`src/rtl/twr_pkg.sv`:
```
package twr_pkg;

  // Kind of step the ring register takes on the next edge.
  typedef enum logic [1:0] {
    STEP_CLEAR = 2'd0,
    STEP_MEND  = 2'd1,
    STEP_HOLD  = 2'd2,
    STEP_SHIFT = 2'd3
  } step_t;

endpackage

```
`src/rtl/twr_next.sv`:
```
module twr_next
  import twr_pkg::*;
#(
  parameter int STAGES = 5
) (
  input  logic [STAGES-1:0] state_i,
  input  logic              clr_i,
  input  logic              inhibit_i,
  output logic [STAGES-1:0] next_o
);

  localparam int EDGES = STAGES - 1;

  logic [EDGES-1:0] flips;
  logic             legal;
  step_t            step;

  // A legal twisted-ring code has at most one change between neighbours.
  assign flips = state_i[STAGES-1:1] ^ state_i[STAGES-2:0];
  assign legal = ($countones(flips) <= 1);

  always_comb begin
    if (clr_i)          step = STEP_CLEAR;
    else if (!legal)    step = STEP_MEND;
    else if (inhibit_i) step = STEP_HOLD;
    else                step = STEP_SHIFT;
  end

  always_comb begin
    unique case (step)
      STEP_CLEAR: next_o = '0;
      STEP_MEND:  next_o = '0;
      STEP_HOLD:  next_o = state_i;
      default:    next_o = {state_i[STAGES-2:0], ~state_i[STAGES-1]};
    endcase
  end

endmodule

```
`src/rtl/twr_decode.sv`:
```
module twr_decode #(
  parameter int STAGES = 5
) (
  input  logic [STAGES-1:0]   ring_i,
  output logic [2*STAGES-1:0] slot_o,
  output logic                carry_o
);

  // Each slot reads two adjacent stages, so one stage change per step
  // moves exactly one slot decision.
  for (genvar k = 0; k < STAGES; k++) begin : g_slot
    if (k == 0) begin : g_ends
      assign slot_o[0]      = ~ring_i[STAGES-1] & ~ring_i[0];
      assign slot_o[STAGES] =  ring_i[STAGES-1] &  ring_i[0];
    end else begin : g_mid
      assign slot_o[k]        =  ring_i[k-1] & ~ring_i[k];
      assign slot_o[STAGES+k] = ~ring_i[k-1] &  ring_i[k];
    end
  end

  assign carry_o = ~ring_i[STAGES-1];

endmodule

```
`src/rtl/twr_decade_divider.sv`:
```
module twr_decade_divider #(
  parameter int STAGES = 5
) (
  input  logic                clk,
  input  logic                clr,
  input  logic                inhibit,
  output logic [2*STAGES-1:0] slot_q,
  output logic                carry_o
);

  localparam int SLOTS = 2 * STAGES;

  logic [STAGES-1:0] ring_q;
  logic [STAGES-1:0] ring_d;
  logic [SLOTS-1:0]  slot_d;
  logic              carry_d;

  twr_next #(.STAGES(STAGES)) i_next (
    .state_i   (ring_q),
    .clr_i     (clr),
    .inhibit_i (inhibit),
    .next_o    (ring_d)
  );

  // Decode the next code so the registered slots line up with the ring.
  twr_decode #(.STAGES(STAGES)) i_decode (
    .ring_i  (ring_d),
    .slot_o  (slot_d),
    .carry_o (carry_d)
  );

  always_ff @(posedge clk) begin
    ring_q  <= ring_d;
    slot_q  <= slot_d;
    carry_o <= carry_d;
  end

  // clear wins over inhibit and lands on count 0
  a_r1_clear: assert property (@(posedge clk)
    clr |=> (slot_q == SLOTS'(1)) && carry_o);

  // one slot active at a time
  a_r2_onehot: assert property (@(posedge clk) disable iff (clr)
    $countones(slot_q) == 1);

  // inhibit freezes the outputs
  a_r3_hold: assert property (@(posedge clk) disable iff (clr)
    inhibit |=> $stable(slot_q) && $stable(carry_o));

  // an uninhibited edge rotates the active slot up by one
  a_r4_step: assert property (@(posedge clk) disable iff (clr)
    !inhibit |=> slot_q == {$past(slot_q[SLOTS-2:0]), $past(slot_q[SLOTS-1])});

  // carry rises only on the wrap to count 0
  a_r5_carry_wrap: assert property (@(posedge clk) disable iff (clr)
    $rose(carry_o) |-> slot_q[0]);

  // the ring only ever holds codes with a single neighbour change
  a_r8_ring_legal: assert property (@(posedge clk) disable iff (clr)
    $countones(ring_q[STAGES-1:1] ^ ring_q[STAGES-2:0]) <= 1);

endmodule

```
`config.mk`:
```
export PLATFORM = sky130hd
export DESIGN_NAME = twr_decade_divider
export DESIGN_NICKNAME = d
export VERILOG_FILES = /design/src/rtl/twr_pkg.sv /design/src/rtl/twr_next.sv /design/src/rtl/twr_decode.sv /design/src/rtl/twr_decade_divider.sv
export SDC_FILE = /design/constraint.sdc
export NUM_CORES = 1
export LEC_CHECK = 0
export BUFFER_PORTS_ARGS = -buffer_cell sky130_fd_sc_hd__buf_2
export CORE_AREA = 5 5 42 44
export DETAILED_ROUTE_END_ITERATION = 6
export DIE_AREA = 0 0 47 49
export GPL_ROUTABILITY_DRIVEN = 1
export HOLD_SLACK_MARGIN = 0.1
export PLACE_DENSITY = 0.64
export SLEW_MARGIN = 5
export SYNTH_ARGS = -nofsm -noshare
export SYNTH_HDL_FRONTEND = slang
export SYNTH_HIERARCHICAL = 1
export SYNTH_SLANG_ARGS = --single-unit
```
`constraint.sdc`:
```
create_clock -name clk -period 2.4 [get_ports clk]
set_input_delay 0.12 -clock clk [delete_from_list [all_inputs] [get_ports clk]]
set_output_delay 0.12 -clock clk [all_outputs]
set_load 0.005 [all_outputs]
```
==> results of run 1 <==
## critical path, cell delays in order (launching register included)
cell and delay, ps:
sky130_fd_sc_hd__dfxtp_1 400, sky130_fd_sc_hd__xor2_1 230, sky130_fd_sc_hd__fa_1 450, sky130_fd_sc_hd__a211o_1 330
sky130_fd_sc_hd__nor2_1 250, sky130_fd_sc_hd__and2b_2 250
## per-layer routing
metal	part of all wire [%]	wire, µm	global-route usage (%)	vias up
met5	0	0	0	-
met4	1.3	10	8.29	0
met3	4.8	37	4.06	2
met2	48	366	11.8	7
met1	46	355	11.1	140
li1	-	-	-	170
## metrics by stage
step	hold WS (ps)	instance area, µm²	util, %
6_report	261	628	44.8
5_1_grt	285	628	44.8
4_1_cts	249	628	44.8
3_5_place_dp	496	606	43.2
3_3_place_gp	499	606	43.2
2_1_floorplan	398	524	-
## worst max-delay path by stage
stage	start	to	cells after the start
global placement	ring_q[1]	slot_q[9]	5
floorplan	ring_q[1]	slot_q[3]	5
finish	ring_q[1]	slot_q[3]	5
global route	ring_q[2]	slot_q[3]	5
detailed placement	ring_q[1]	slot_q[3]	5
CTS	ring_q[1]	slot_q[3]	5
## power groups by stage
stage	sequential, µW	clock [µW]	combinational, µW
detailed placement	285	0	32.1
global route	280	150	35.2
finish	278	129	31.1
floorplan	286	0	19.6
global placement	285	0	30.7
CTS	279	134	32.0
## cell type report
cell class	count	area share [%]
Sequential cell	16	51.0
Multi-Input combinational cell	27	31.3
Timing Repair Buffer	13	10.4
Clock buffer	3	3.59
Tap cell	16	3.19
Inverter	1	0.598
## registers in the layout (all words and copies together) (netlist names)
| signal | flops |
|---|---|
| carry_o | 1 |
| ring_q | 5 |
| slot_q | 10 |
## kinds of logic (layout without fill, tap and decap cells)
family | Yosys count | after routing
buf+inv | 2 | 17
simple gates | 16 | 16
flops | 16 | 16
xor+xnor | 4 | 4
compound gates | 2 | 2
mux | 4 | 4
fa+ha+maj | 1 | 1
## cell usage in the layout (no fill, tap or decap), drive strengths merged
| cell type | netlist | final |
|---|---|---|
| a211o | 1 | 1 |
| fa | 1 | 1 |
| nor2 | 7 | 7 |
| and2 | 1 | 1 |
| inv | 1 | 1 |
| mux2i | 4 | 4 |
| buf | 1 | 13 |
| nor2b | 6 | 6 |
| clkbuf | 0 | 3 |
| a21oi | 1 | 1 |
| xor2 | 4 | 4 |
| dfxtp | 16 | 16 |
| and2b | 2 | 2 |
==> flow_summary.ini, run 1 <==
[layout]
flow.area_growth_from_synthesis_pct = 19.8
post_layout_nonfiller_instances = 76
antenna_cells_inserted = 0
total_area_of_sequential_cells_um2 = 320
fill_cells = 141
area_of_the_multi_input_gates_um2 = 196
post_route_cells_drive_above_1_share_pct = 30.0
nNetsFinal = 66

[timing]
final_max_slew_viol_count = 0
slew_headroom_pct = 78.9
final-setup-viol-count = 0
timing_hold_violations_final = 0
rsz0062_at_grt = false
final.period_utilization_pct = 83.8
tightestPinTransition_ps = 316
fin_ws_ps = 390
achievable-frequency_mhz = 497
fin_crit_ps = 2010
totalNegativeSetupSlack_ps = 0
skew_ps = 1.63

[logic_synthesis]
cell_types_with_the_largest_area_share_after_synthesis = sky130_fd_sc_hd__dfxtp_1 (61%), sky130_fd_sc_hd__mux2i_1 (7.6%), sky130_fd_sc_hd__nor2b_1 (7.2%)
yosys.area_share.adder_pct = 3.82
yosysUniqueCellTypes = 12
synth_cells = 45
postSynthNetCount = 49
synth_area_um2 = 524
synth-seq-area-share_pct = 61.1
post_synth_and_or_nand_nor_area_fraction_pct = 16.7
post_synth_edffs = 0
synthTopCellsByCount = sky130_fd_sc_hd__dfxtp_1 (16), sky130_fd_sc_hd__nor2_1 (7), sky130_fd_sc_hd__nor2b_1 (6), sky130_fd_sc_hd__mux2i_1 (4), sky130_fd_sc_hd__xor2_1 (4)
yosys.area_share.xor_xnor_pct = 6.68
post-synth-top-count-cell = sky130_fd_sc_hd__dfxtp_1
synth-warning-count = 6
count_of_state_elements_after_synthesis = 16
netlist.area_leader.share_pct = 61.1
largest_family_of_logic_cells_by_synthesized_area = simple AND/OR/NAND/NOR gates
postSynth.asyncResetShare_pct = 0
synth-compound-area-share_pct = 2.63
yosys_most_used_dff = sky130_fd_sc_hd__dfxtp_1
synth.largest_area_cell = sky130_fd_sc_hd__dfxtp_1
synth.area.mux_share_pct = 7.64
post_synthesis_mean_instance_area_um2 = 11.7

[clock_network]
post_cts_resize_count = 0
h-tree-depth = 1
cts-buffers-inserted = 3
clkLatencyLatePin_ps = 270
cts_tree = built
post_cts_setup_buffers = 0
clock_path_buffers = 2
clkSlewWorstSetupHoldPaths_ps = 80
post_cts_hold_buffer_count = 0
clockRootBuffer = sky130_fd_sc_hd__clkbuf_4
clock_sink_count = 16

[worst_setup_path]
worst-r2r-setup-slack_ps = 390
cp_data_arrival_time_ps = 2180
worst_r2r_endpoint = slot_q[3]
critPathMaxFanout = 5
ff2ff_path_depth = 5
data_required_time_of_the_critical_path_ps = 2570
worst_setup_path_start_kind = flop
worstSetupPathType = reg -> reg
crit-reg2reg-launch = ring_q[1]
worstSetupEndpointType = flop

[placement]
hpwlAfterDp_um = 592
io_buffer_count = 13
place_congestion = 0.702
place_worst_setup_slack_ps = 368
placedCellCount = 73

[power]
ir_worst_vdd_mv = 0.359
switchingPower_uw = 90.9
sw_share_pct = 20.8
power.total_uw = 438
power_frac_clock_pct = 29.3
power.sequential.fraction_pct = 63.6
cellPowerDensity_nw_per_um2 = 698
combPwrFrac_pct = 7.1
internal-power_uw = 347
total_leakage_power_uw = 0.000330

[drt]
route.vias.total = 319
drt-initial-drc-count = 0
detail-route-antenna-nets = 0
first_pass_iters = 1
avg_wl_per_cell_um = 10.1
totalWireLength_um = 769
drt_drc = 0
vias_per_cell = 4.20

[worst_hold_path]
holdCritPathClass = in -> reg
whs_path_depth = 3
min-delay-start = clr
holdPathEnd = ring_q[0]

[floorplanning]
floorplan.rows = 14
design.portCount = 14
die_height_um = 49
placeableCoreArea_um2 = 1400
die-area_um2 = 2300
initial_core_util_pct = 37.4
chipWidth_um = 47

[grt]
overflow = 0
global_route_wire_length_before_repair_mm = 1.49
vias_in_the_first_global_route = 350
grtUsageTotal_pct = 9.23
grt_start_max_net_pins = 9
antenna_found_initial = 0

[job]
drv_cap = 0

[status]
status = completed
Note: power is estimated with default switching activity, not from simulation.
==> inputs of run 2 (changes only) <==
==> constraint.sdc (replaced) <==
create_clock -name clk -period 2.05 [get_ports clk]
set_input_delay 0.1025 -clock clk [delete_from_list [all_inputs] [get_ports clk]]
set_output_delay 0.1025 -clock clk [all_outputs]
set_load 0.005 [all_outputs]
==> run 2 against run 1 <==
Compared with the run above:
- combinational power is 28% higher
- critical path type unchanged
- total power increased by 28%
- clock-buffer cell count rose by 1
- core utilization increased by 2.7 points
==> flow_summary.ini, run 2 (synthesized netlist as in run 1, its figures left out) <==
[status]
status = completed

[power]
ir_worst_vdd_mv = 0.382
total_leakage_power_uw = 0.000343
cellPowerDensity_nw_per_um2 = 843

[placement]
placedCellCount = 74
post_dp_cell_area_um2 = 613
hpwlAfterDp_um = 636
io_buffer_count = 13
place_congestion = 0.713
place_worst_setup_slack_ps = 29.1

[worst_setup_path]
ff2ff_path_depth = 5
data_required_time_of_the_critical_path_ps = 2230
critPathMaxFanout = 5
cp_data_arrival_time_ps = 2130
worst_setup_path_start_kind = flop
worstSetupEndpointType = flop
worstSetupPathType = reg -> reg

[timing]
rsz0062_at_grt = true
final.period_utilization_pct = 95.5
slew_headroom_pct = 81.1
final_max_slew_viol_count = 0
fin_ws_ps = 92.6
final-setup-viol-count = 0
tightestPinTransition_ps = 283
fin_crit_ps = 1960
totalNegativeSetupSlack_ps = 0
timing_hold_violations_final = 0
hold_ws_ps = 253
skew_ps = 3.85
achievable-frequency_mhz = 511

[grt]
grt.met2_usage_pct = 15.2
gr-max-usage-layer = met2
gr-usage-met1_pct = 11.9
antenna_found_initial = 0
gr_layer_usage_met3_pct = 4.06
overflow = 0
grtUsageTotal_pct = 10.6
grt_start_max_net_pins = 10
global_route_wire_length_before_repair_mm = 1.71
vias_in_the_first_global_route = 404

[layout]
layout.cells.most_common = sky130_fd_sc_hd__dfxtp_1
top_library_cells_by_usage_in_the_layout_fill_and_taps_aside = sky130_fd_sc_hd__dfxtp_1 (15), sky130_fd_sc_hd__buf_2 (13), sky130_fd_sc_hd__nor2b_1 (6), sky130_fd_sc_hd__nor2_1 (4), sky130_fd_sc_hd__mux2i_1 (4)
flow.area_growth_from_synthesis_pct = 27.0
post_layout_nonfiller_instances = 78
antenna_cells_inserted = 0
largest_registers = slot_q x10, ring_q x5, carry_o x1
finish.instance_area_um2 = 666
nNetsFinal = 67
largest_register_ffs = 10
largest-register = slot_q
post_route_cells_drive_above_1_share_pct = 40.3

[clock_network]
clock_path_buffers = 2
h-tree-depth = 1
clock_sink_count = 16
clkLatencyLatePin_ps = 270
clkSlewWorstSetupHoldPaths_ps = 80
post_cts_hold_buffer_count = 0
cts-buffers-inserted = 3
clockRootBuffer = sky130_fd_sc_hd__clkbuf_4
cts_tree = built

[floorplanning]
placeableCoreArea_um2 = 1400
initial_core_util_pct = 37.4
chipWidth_um = 47
die_height_um = 49
die-area_um2 = 2300
design.portCount = 14
floorplan.rows = 14

[drt]
first_pass_iters = 2
avg_wl_per_cell_um = 11.1
vias_per_cell = 4.33
detail-route-antenna-nets = 0
route.vias.total = 338
drt_drc = 0
totalWireLength_um = 865
drt-initial-drc-count = 2

[worst_hold_path]
whs_path_depth = 3
holdCritPathClass = in -> reg

[job]
drv_cap = 0
[run 2: timing repair]
item	CTS	global route
setup buffers	0	0
endpoints found under the setup margin	0	9
endpoints found under the hold margin	0	0
resized for setup	0	5
[run 2: cell type report]
cell class | count | area (µm²)
Multi-Input combinational cell | 27 | 211
Timing Repair Buffer | 14 | 72.6
Tap cell | 16 | 20.0
Sequential cell | 16 | 322
Fill cell | 136 | 736
Inverter | 1 | 3.75
Clock buffer | 4 | 36.3
[run 2: per-stage QoR]
stage	power, µW	utilization, %
5_1_grt	593	47.5
3_3_place_gp	370	43.8
2_1_floorplan	357	-
3_5_place_dp	372	43.8
6_report	561	47.5
4_1_cts	565	46.3
[run 2: worst paths after layout]
check            start        end  slack, ps
max          ring_q[1]  slot_q[3]         90
min                clr  ring_q[1]        250
max reg2reg  ring_q[1]  slot_q[3]         90
min reg2reg  ring_q[0]  ring_q[1]        630
[run 2: worst max-delay path, stage by stage (launching register included)]
cell	delay (ps)
sky130_fd_sc_hd__dfxtp_2	390
sky130_fd_sc_hd__xor2_1	220
sky130_fd_sc_hd__fa_1	450
sky130_fd_sc_hd__a211o_1	350
sky130_fd_sc_hd__nor2_2	210
sky130_fd_sc_hd__and2b_2	230
[run 2: power by group]
| part | total (µW) | switching, µW | internal, µW |
|---|---|---|---|
| registers | 327 | 5.74 | 321 |
| logic | 39.9 | 20.7 | 19.3 |
| clock network | 194 | 86.0 | 108 |
[run 2: metal layers]
layer,part of all wire [%],vias up
met1,44,154
met3,3.7,2
li1,-,175
met2,50,7
met5,0,-
met4,2.3,0
